File: src/rtl/nor_prog_pkg.sv
package nor_prog_pkg;

    typedef enum logic [1:0] {
        SEQ_PROG_STD  = 2'd0,
        SEQ_PROG_BYP  = 2'd1,
        SEQ_BYP_ENTER = 2'd2,
        SEQ_BYP_LEAVE = 2'd3
    } seq_e;

    typedef enum logic [1:0] {
        AS_UNLOCK1 = 2'd0,
        AS_UNLOCK2 = 2'd1,
        AS_BASE    = 2'd2,
        AS_TARGET  = 2'd3
    } asel_e;

    typedef struct packed {
        asel_e      asel;
        logic       use_data;
        logic [7:0] code;
        logic       last;
    } step_t;

    localparam logic [1:0] OP_PROG  = 2'b00;
    localparam logic [1:0] OP_ENTER = 2'b01;
    localparam logic [1:0] OP_LEAVE = 2'b10;
    localparam logic [1:0] OP_NONE  = 2'b11;

    // Bus cycle list of each sequence, indexed by step number
    function automatic step_t step_of(seq_e seq, logic [1:0] idx);
        step_t s;
        s = '{asel: AS_BASE, use_data: 1'b0, code: 8'h00, last: 1'b1};
        case (seq)
            SEQ_PROG_STD: case (idx)
                2'd0:    s = '{AS_UNLOCK1, 1'b0, 8'hAA, 1'b0};
                2'd1:    s = '{AS_UNLOCK2, 1'b0, 8'h55, 1'b0};
                2'd2:    s = '{AS_UNLOCK1, 1'b0, 8'hA0, 1'b0};
                default: s = '{AS_TARGET,  1'b1, 8'h00, 1'b1};
            endcase
            SEQ_PROG_BYP: case (idx)
                2'd0:    s = '{AS_BASE,    1'b0, 8'hA0, 1'b0};
                default: s = '{AS_TARGET,  1'b1, 8'h00, 1'b1};
            endcase
            SEQ_BYP_ENTER: case (idx)
                2'd0:    s = '{AS_UNLOCK1, 1'b0, 8'hAA, 1'b0};
                2'd1:    s = '{AS_UNLOCK2, 1'b0, 8'h55, 1'b0};
                default: s = '{AS_UNLOCK1, 1'b0, 8'h20, 1'b1};
            endcase
            default: case (idx)
                2'd0:    s = '{AS_BASE,    1'b0, 8'h90, 1'b0};
                default: s = '{AS_BASE,    1'b0, 8'h00, 1'b1};
            endcase
        endcase
        return s;
    endfunction

endpackage

File: src/rtl/nor_bus_cycle.sv
module nor_bus_cycle #(
    parameter int ADDR_W    = 16,
    parameter int DATA_W    = 16,
    parameter int SETUP_CYC = 2,
    parameter int PULSE_CYC = 3,
    parameter int HOLD_CYC  = 1
) (
    input  logic              clk,
    input  logic              rst_n,
    input  logic              start,
    input  logic [ADDR_W-1:0] addr_in,
    input  logic [DATA_W-1:0] data_in,
    input  logic              bus_ready,
    output logic [ADDR_W-1:0] bus_addr,
    output logic [DATA_W-1:0] bus_dout,
    output logic              bus_we_n,
    output logic              cyc_done
);
    localparam int MAXC = (SETUP_CYC > PULSE_CYC) ?
                          ((SETUP_CYC > HOLD_CYC) ? SETUP_CYC : HOLD_CYC) :
                          ((PULSE_CYC > HOLD_CYC) ? PULSE_CYC : HOLD_CYC);
    localparam int CW = $clog2(MAXC + 1);

    typedef enum logic [1:0] {PH_IDLE, PH_SETUP, PH_LOW, PH_HOLD} ph_e;

    typedef struct packed {
        ph_e               ph;
        logic [CW-1:0]     cnt;
        logic [ADDR_W-1:0] addr;
        logic [DATA_W-1:0] data;
        logic              we_n;
    } cyc_st_t;

    cyc_st_t r_q, r_d;

    always_comb begin
        r_d = r_q;
        case (r_q.ph)
            PH_IDLE: if (start) begin
                r_d.ph   = PH_SETUP;
                r_d.cnt  = CW'(SETUP_CYC - 1);
                r_d.addr = addr_in;
                r_d.data = data_in;
            end
            PH_SETUP: begin
                if (r_q.cnt != '0) begin
                    r_d.cnt = r_q.cnt - 1'b1;
                end else if (bus_ready) begin
                    r_d.ph  = PH_LOW;
                    r_d.cnt = CW'(PULSE_CYC - 1);
                end
            end
            PH_LOW: begin
                if (r_q.cnt != '0) begin
                    r_d.cnt = r_q.cnt - 1'b1;
                end else begin
                    r_d.ph  = PH_HOLD;
                    r_d.cnt = CW'(HOLD_CYC - 1);
                end
            end
            default: begin
                if (r_q.cnt != '0) r_d.cnt = r_q.cnt - 1'b1;
                else               r_d.ph  = PH_IDLE;
            end
        endcase
        r_d.we_n = (r_d.ph != PH_LOW);
    end

    always_ff @(posedge clk or negedge rst_n) begin
        if (!rst_n) begin
            r_q <= '{ph: PH_IDLE, cnt: '0, addr: '0, data: '0, we_n: 1'b1};
        end else begin
            r_q <= r_d;
        end
    end

    assign bus_addr = r_q.addr;
    assign bus_dout = r_q.data;
    assign bus_we_n = r_q.we_n;
    assign cyc_done = (r_q.ph == PH_HOLD) && (r_q.cnt == '0);

    // address and data frozen while the strobe is low
    assert_strobe_stable_R3: assert property (@(posedge clk) disable iff (!rst_n)
        (!r_q.we_n && $past(!r_q.we_n)) |-> ($stable(r_q.addr) && $stable(r_q.data)));

endmodule

File: src/rtl/nor_prog_ctrl.sv
module nor_prog_ctrl
    import nor_prog_pkg::*;
#(
    parameter int ADDR_W   = 16,
    parameter int DATA_W   = 16,
    parameter int WAIT_CYC = 8
) (
    input  logic              clk,
    input  logic              rst_n,
    input  logic [ADDR_W-1:0] unlock_addr1,
    input  logic [ADDR_W-1:0] unlock_addr2,
    input  logic              req_valid,
    input  logic [1:0]        req_op,
    input  logic [ADDR_W-1:0] req_addr,
    input  logic [DATA_W-1:0] req_data,
    input  logic              req_fast,
    input  logic              cyc_done,
    input  logic              poll_done,
    input  logic              poll_fail,
    output logic              cyc_start,
    output logic [ADDR_W-1:0] cyc_addr,
    output logic [DATA_W-1:0] cyc_data,
    output logic              busy,
    output logic              bypass_active,
    output logic              poll_start,
    output logic              done,
    output logic              error
);
    localparam int WW = $clog2(WAIT_CYC + 1);

    typedef enum logic [1:0] {C_IDLE, C_ISSUE, C_WAIT, C_POLL} cst_e;

    typedef struct packed {
        cst_e              st;
        seq_e              seq;
        logic [1:0]        idx;
        logic [ADDR_W-1:0] addr;
        logic [DATA_W-1:0] data;
        logic [WW-1:0]     cnt;
        logic              byp;
        logic              fail_pend;
        logic              start;
        logic              poll;
        logic              done;
        logic              err;
    } ctl_st_t;

    ctl_st_t r_q, r_d;
    step_t   step;

    assign step = step_of(r_q.seq, r_q.idx);

    always_comb begin
        r_d       = r_q;
        r_d.start = 1'b0;
        r_d.poll  = 1'b0;
        r_d.done  = 1'b0;
        r_d.err   = 1'b0;
        case (r_q.st)
            C_IDLE: if (req_valid && req_op != OP_NONE) begin
                r_d.st        = C_ISSUE;
                r_d.idx       = 2'd0;
                r_d.start     = 1'b1;
                r_d.addr      = req_addr;
                r_d.data      = req_data;
                r_d.fail_pend = 1'b0;
                case (req_op)
                    OP_PROG:  r_d.seq = (req_fast && r_q.byp) ? SEQ_PROG_BYP : SEQ_PROG_STD;
                    OP_ENTER: r_d.seq = SEQ_BYP_ENTER;
                    default:  r_d.seq = SEQ_BYP_LEAVE;
                endcase
            end
            C_ISSUE: if (cyc_done) begin
                if (!step.last) begin
                    r_d.idx   = r_q.idx + 2'd1;
                    r_d.start = 1'b1;
                end else begin
                    case (r_q.seq)
                        SEQ_BYP_ENTER: begin
                            r_d.byp  = 1'b1;
                            r_d.done = 1'b1;
                            r_d.st   = C_IDLE;
                        end
                        SEQ_BYP_LEAVE: begin
                            r_d.byp  = 1'b0;
                            r_d.done = !r_q.fail_pend;
                            r_d.err  = r_q.fail_pend;
                            r_d.st   = C_IDLE;
                        end
                        default: begin
                            r_d.st  = C_WAIT;
                            r_d.cnt = WW'(WAIT_CYC - 1);
                        end
                    endcase
                end
            end
            C_WAIT: begin
                if (r_q.cnt != '0) begin
                    r_d.cnt = r_q.cnt - 1'b1;
                end else begin
                    r_d.st   = C_POLL;
                    r_d.poll = 1'b1;
                end
            end
            default: if (poll_done) begin
                if (!poll_fail) begin
                    r_d.done = 1'b1;
                    r_d.st   = C_IDLE;
                end else if (r_q.byp) begin
                    r_d.seq       = SEQ_BYP_LEAVE;
                    r_d.idx       = 2'd0;
                    r_d.start     = 1'b1;
                    r_d.fail_pend = 1'b1;
                    r_d.st        = C_ISSUE;
                end else begin
                    r_d.err = 1'b1;
                    r_d.st  = C_IDLE;
                end
            end
        endcase
    end

    always_ff @(posedge clk or negedge rst_n) begin
        if (!rst_n) begin
            r_q <= '{st: C_IDLE, seq: SEQ_PROG_STD, idx: '0, addr: '0, data: '0,
                     cnt: '0, byp: 1'b0, fail_pend: 1'b0, start: 1'b0,
                     poll: 1'b0, done: 1'b0, err: 1'b0};
        end else begin
            r_q <= r_d;
        end
    end

    always_comb begin
        case (step.asel)
            AS_UNLOCK1: cyc_addr = unlock_addr1;
            AS_UNLOCK2: cyc_addr = unlock_addr2;
            AS_TARGET:  cyc_addr = r_q.addr;
            default:    cyc_addr = '0;
        endcase
        cyc_data = step.use_data ? r_q.data : DATA_W'(step.code);
    end

    assign cyc_start     = r_q.start;
    assign busy          = (r_q.st != C_IDLE);
    assign bypass_active = r_q.byp;
    assign poll_start    = r_q.poll;
    assign done          = r_q.done;
    assign error         = r_q.err;

    // an operation ends in exactly one way
    assert_done_error_excl_R8: assert property (@(posedge clk) disable iff (!rst_n)
        !(r_q.done && r_q.err));

    // bypass only turns on at the end of an enter sequence
    assert_bypass_rise_R6: assert property (@(posedge clk) disable iff (!rst_n)
        $rose(r_q.byp) |-> ($past(r_q.seq) == SEQ_BYP_ENTER && $past(cyc_done)));

    // bypass only turns off at the end of a leave sequence
    assert_bypass_fall_R7: assert property (@(posedge clk) disable iff (!rst_n)
        $fell(r_q.byp) |-> ($past(r_q.seq) == SEQ_BYP_LEAVE && $past(cyc_done)));

endmodule

File: src/rtl/nor_prog_seq.sv
module nor_prog_seq #(
    parameter int ADDR_W    = 16,
    parameter int DATA_W    = 16,
    parameter int SETUP_CYC = 2,
    parameter int PULSE_CYC = 3,
    parameter int HOLD_CYC  = 1,
    parameter int WAIT_CYC  = 8
) (
    input  logic              clk,
    input  logic              rst_n,
    input  logic [ADDR_W-1:0] unlock_addr1,
    input  logic [ADDR_W-1:0] unlock_addr2,
    input  logic              req_valid,
    input  logic [1:0]        req_op,
    input  logic [ADDR_W-1:0] req_addr,
    input  logic [DATA_W-1:0] req_data,
    input  logic              req_fast,
    output logic              busy,
    output logic              bypass_active,
    output logic [ADDR_W-1:0] bus_addr,
    output logic [DATA_W-1:0] bus_dout,
    output logic              bus_we_n,
    input  logic              bus_ready,
    output logic              poll_start,
    input  logic              poll_done,
    input  logic              poll_fail,
    output logic              done,
    output logic              error
);
    logic              cyc_start;
    logic              cyc_done;
    logic [ADDR_W-1:0] cyc_addr;
    logic [DATA_W-1:0] cyc_data;

    nor_prog_ctrl #(
        .ADDR_W(ADDR_W), .DATA_W(DATA_W), .WAIT_CYC(WAIT_CYC)
    ) u_ctrl (
        .clk(clk), .rst_n(rst_n),
        .unlock_addr1(unlock_addr1), .unlock_addr2(unlock_addr2),
        .req_valid(req_valid), .req_op(req_op), .req_addr(req_addr),
        .req_data(req_data), .req_fast(req_fast),
        .cyc_done(cyc_done), .poll_done(poll_done), .poll_fail(poll_fail),
        .cyc_start(cyc_start), .cyc_addr(cyc_addr), .cyc_data(cyc_data),
        .busy(busy), .bypass_active(bypass_active), .poll_start(poll_start),
        .done(done), .error(error)
    );

    nor_bus_cycle #(
        .ADDR_W(ADDR_W), .DATA_W(DATA_W),
        .SETUP_CYC(SETUP_CYC), .PULSE_CYC(PULSE_CYC), .HOLD_CYC(HOLD_CYC)
    ) u_cycle (
        .clk(clk), .rst_n(rst_n),
        .start(cyc_start), .addr_in(cyc_addr), .data_in(cyc_data),
        .bus_ready(bus_ready),
        .bus_addr(bus_addr), .bus_dout(bus_dout), .bus_we_n(bus_we_n),
        .cyc_done(cyc_done)
    );

    // no strobe outside an accepted operation
    assert_strobe_in_op_R10: assert property (@(posedge clk) disable iff (!rst_n)
        !bus_we_n |-> busy);

endmodule

File: config.mk
export PLATFORM = sky130hd
export DESIGN_NAME = nor_prog_seq
export DESIGN_NICKNAME = d
export VERILOG_FILES = /design/src/rtl/nor_prog_pkg.sv /design/src/rtl/nor_bus_cycle.sv /design/src/rtl/nor_prog_ctrl.sv /design/src/rtl/nor_prog_seq.sv
export SDC_FILE = /design/constraint.sdc
export NUM_CORES = 1
export LEC_CHECK = 0
export ABC_AREA = 1
export BUFFER_PORTS_ARGS = -buffer_cell sky130_fd_sc_hd__buf_2
export CORE_MARGIN = 1
export CORE_UTILIZATION = 33
export CTS_BUF_LIST = sky130_fd_sc_hd__clkbuf_16
export CTS_CLUSTER_DIAMETER = 40
export CTS_CLUSTER_SIZE = 30
export DETAILED_ROUTE_END_ITERATION = 7
export PLACE_DENSITY_LB_ADDON = 0.12
export SYNTH_ARGS = -nofsm -noshare
export SYNTH_HDL_FRONTEND = slang
export SYNTH_SLANG_ARGS = --single-unit
File: constraint.sdc
create_clock -name clk -period 1.9 [get_ports clk]
set_input_delay 0.19 -clock clk [delete_from_list [all_inputs] [get_ports clk]]
set_output_delay 0.19 -clock clk [all_outputs]
set_load 0.02 [all_outputs]
==> run summary <==
drt total wl = 11.4 mm
Clock Latency Late Sink = 0.35 ns
starting density of the core = 34.0%
Final Net Count = 708
Post-Synth Simple-Gate Area = 27.5%
Core Rows = 43
Synth Register Bits = 85
fin crit period = 1.69 ns
EDFF count, synth = 0
XOR/XNOR share of the synthesized area = 0%
Synth top area share = 44.4%
largest family of logic cells by synthesized area = simple AND/OR/NAND/NOR gates
setup slack after layout = 0.211 ns
via count = 3,783
Port Buffers = 110
total grt overflow = 0
CP startpoint kind = register
Synth Cell Area = 4730 um2
ys async rst share = 100%
Mapped Cells = 530
fillers = 1,440
Leak = 2.93 nW
Slew headroom = 60.1%
PnR Total Power = 8.95 mW
status = complete, no violations
# setup viols final = 0
CP Capture Point = u_cycle.bus_dout[7]$_DFFE_PN0P_
DP Worst Slack = -0.0103 ns
R2R Setup Slk = 0.21 ns
Critical Path AT = 1.92 ns
Compound-Gate Fraction of Synth Area = 5.42%
HPWL after detailed placement = 8.22 mm
Worst Max-Slew Pin Slew = 0.598 ns
Worst Path Required = 2.13 ns
RSZ-0062 raised after global routing = no
power per cell area = 1580 nW/um2
core region area = 13,900 um2
Period Utilization, post-route = 88.9%
Chip Width = 122 um
maximum fanout along the worst path = 9
Setup crit end kind = register
cell at the root of the clock tree = clkbuf_16
Seq/Total Area, Yosys = 45.0%
worst ir drop on vdd = 608 uV
# H-tree levels = 3
Crit Path Class = reg -> reg
first-pass GRT wire length = 18.4 mm
ranking of synthesized cells by area = dfrtp_1 (44%), nand2_1 (12%), mux2_2 (7.4%)
WHS = 0.0730 ns
post-synthesis area per instance = 8.93 um2
Overall Global Routing Usage = 16.4%
pin count of the biggest net entering global routing = 37
Area Overhead vs Synth = 19.8%
most numerous cell in the Yosys netlist = nand2_1
initial antenna violation count = 0
die span in y = 122 um
First-pass DRT Iterations = 4
num ports = 111
fraction of layout instances using a drive strength above 1 = 35.9%
vias in the first global route = 3,607
dominant synthesized flop cell = dfrtp_1
CP startpoint = u_ctrl.r_q[43]$_DFFE_PN0P_
max cap viols = 0
f_max = 0.592 GHz
Netlist cell types = 40
CTS tree = yes
CTS Buf Count = 9
Clock Sinks = 85
post-synthesis adder-cell area fraction = 3.70%
Clock Skew = 0.00548 ns
Inserted Diodes = 0
Worst R2R Path Depth = 9
setup_tns = 0 ns
critical hold path startpoint = req_data[14]
Worst R2R End = u_cycle.bus_dout[7]$_DFFE_PN0P_
Worst-path clk slew = 0.06 ns
Post-route DRC = 0
final count of hold timing violations = 0
placer congestion estimate = 0.807
Synthesized Nets = 617
cell taking the most area after synthesis = dfrtp_1
vias per cell = 4.69
First DRT Iteration DRCs = 138
multiplexer share of the synthesized area = 7.37%
clk buf depth = 2
ANT nets after route = 0
synth warn = 0
top post-synthesis cells by count = nand2_1 (151), dfrtp_1 (84), nand3_1 (59)
worst r2r src = u_ctrl.r_q[43]$_DFFE_PN0P_
die area = 14,800 um2
DR WL/cell = 14.2 um
Hold Crit Class = in -> reg
Slew Viols, Final = 0
[cell type report]
cell class / instances / area, um2 / share of cell area, %
Tap cell: 180 / 225 / 3.97
Timing Repair Buffer: 131 / 767 / 13.5
Clock inverter: 7 / 71.3 / 1.26
Sequential cell: 85 / 2130 / 37.5
Inverter: 39 / 151 / 2.67
Multi-Input combinational cell: 355 / 2100 / 37.1
Clock buffer: 9 / 225 / 3.97
[critical path, cell delays in order (launching register included)]
cell,delay [ns]
dfrtp_1,0.40
inv_1,0.13
ha_4,0.19
inv_1,0.16
nand3_4,0.12
nand2_8,0.13
buf_4,0.19
a21oi_1,0.08
o21ai_1,0.11
nand2_1,0.07
[placed cells by master (no fill, tap or decap), types with 2 or more instances in the layout]
cell       Yosys  layout
nor2_2         1       2
nor2_1        25      24
nand3_2       13      13
nand2_4        2       2
clkbuf_16      0       9
ha_1          14      12
dfrtp_1       84      83
inv_6          0       4
nand3_1       59      59
mux2_2        31      31
nor2_4         4       4
buf_4         36      16
nand2_2        3       4
o21ai_0       11      11
inv_2          5       5
buf_12         1       4
nand2_1      151     150
a21oi_1        9       9
inv_1         33      33
a31oi_1        3       3
nand4_1        4       4
a21oi_2        5       5
o21ai_1        6       6
clkinv_2       0       3
buf_2          8     109
[how the worst min path moves through the flow]
stage                                            end  cells past startpoint
floorplan           u_ctrl.bypass_active$_DFFE_PN0P_                      0
global placement           u_cycle.r_q[35]$_DFF_PN0_                      1
detailed placement         u_cycle.r_q[35]$_DFF_PN0_                      1
CTS                       u_ctrl.r_q[23]$_DFFE_PN0P_                      2
global route              u_ctrl.r_q[40]$_DFFE_PN0P_                      2
finish                    u_ctrl.r_q[24]$_DFFE_PN0P_                      2
[sequential cells by signal, indices dropped and copies added, names as in the netlist]
register and count:
u_ctrl.r_q 43, u_cycle.bus_addr 16, u_cycle.bus_dout 16, u_cycle.r_q 4
u_ctrl.bypass_active 1, u_ctrl.cyc_start 1, u_ctrl.done 1, u_ctrl.error 1
u_ctrl.poll_start 1, u_cycle.bus_we_n 1
[cell families after synthesis]
logic type,count (synthesis)
buffers and inverters,90
AOI/OAI and AO/OA,41
and+or+nand+nor,269
muxes,31
adders and majority gates,14
DFF,85
[layer usage]
layer,routed length [um],part of all wire [%],track usage (%)
met1,5290,46,21.7
met2,5360,47,25.8
met3,575,5.0,3.00
met4,203,1.8,7.79
met5,0,0,0
[power by group]
group / total (mW) / switching, mW / internal, mW
clock: 1.78 / 0.755 / 1.03
sequential: 3.11 / 0.507 / 2.60
combinational: 4.07 / 2.46 / 1.60
[what timing repair did]
item,in CTS,in global routing
endpoints found under the setup margin,9,31
gates resized for setup,2,5
pin swaps,2,2
endpoints found under the hold margin,31,0
hold buffers,1,0
setup buffers,3,6
[through the flow]
stage	util [%]	cell area [um2]	cells
after global routing	40.7	5670	806
after detailed placement	37.7	5260	780
after floorplan	-	4730	530
after CTS	40.2	5610	800
after global placement	37.7	5260	780
final	40.7	5670	806
(Power assumes the default switching activity.)
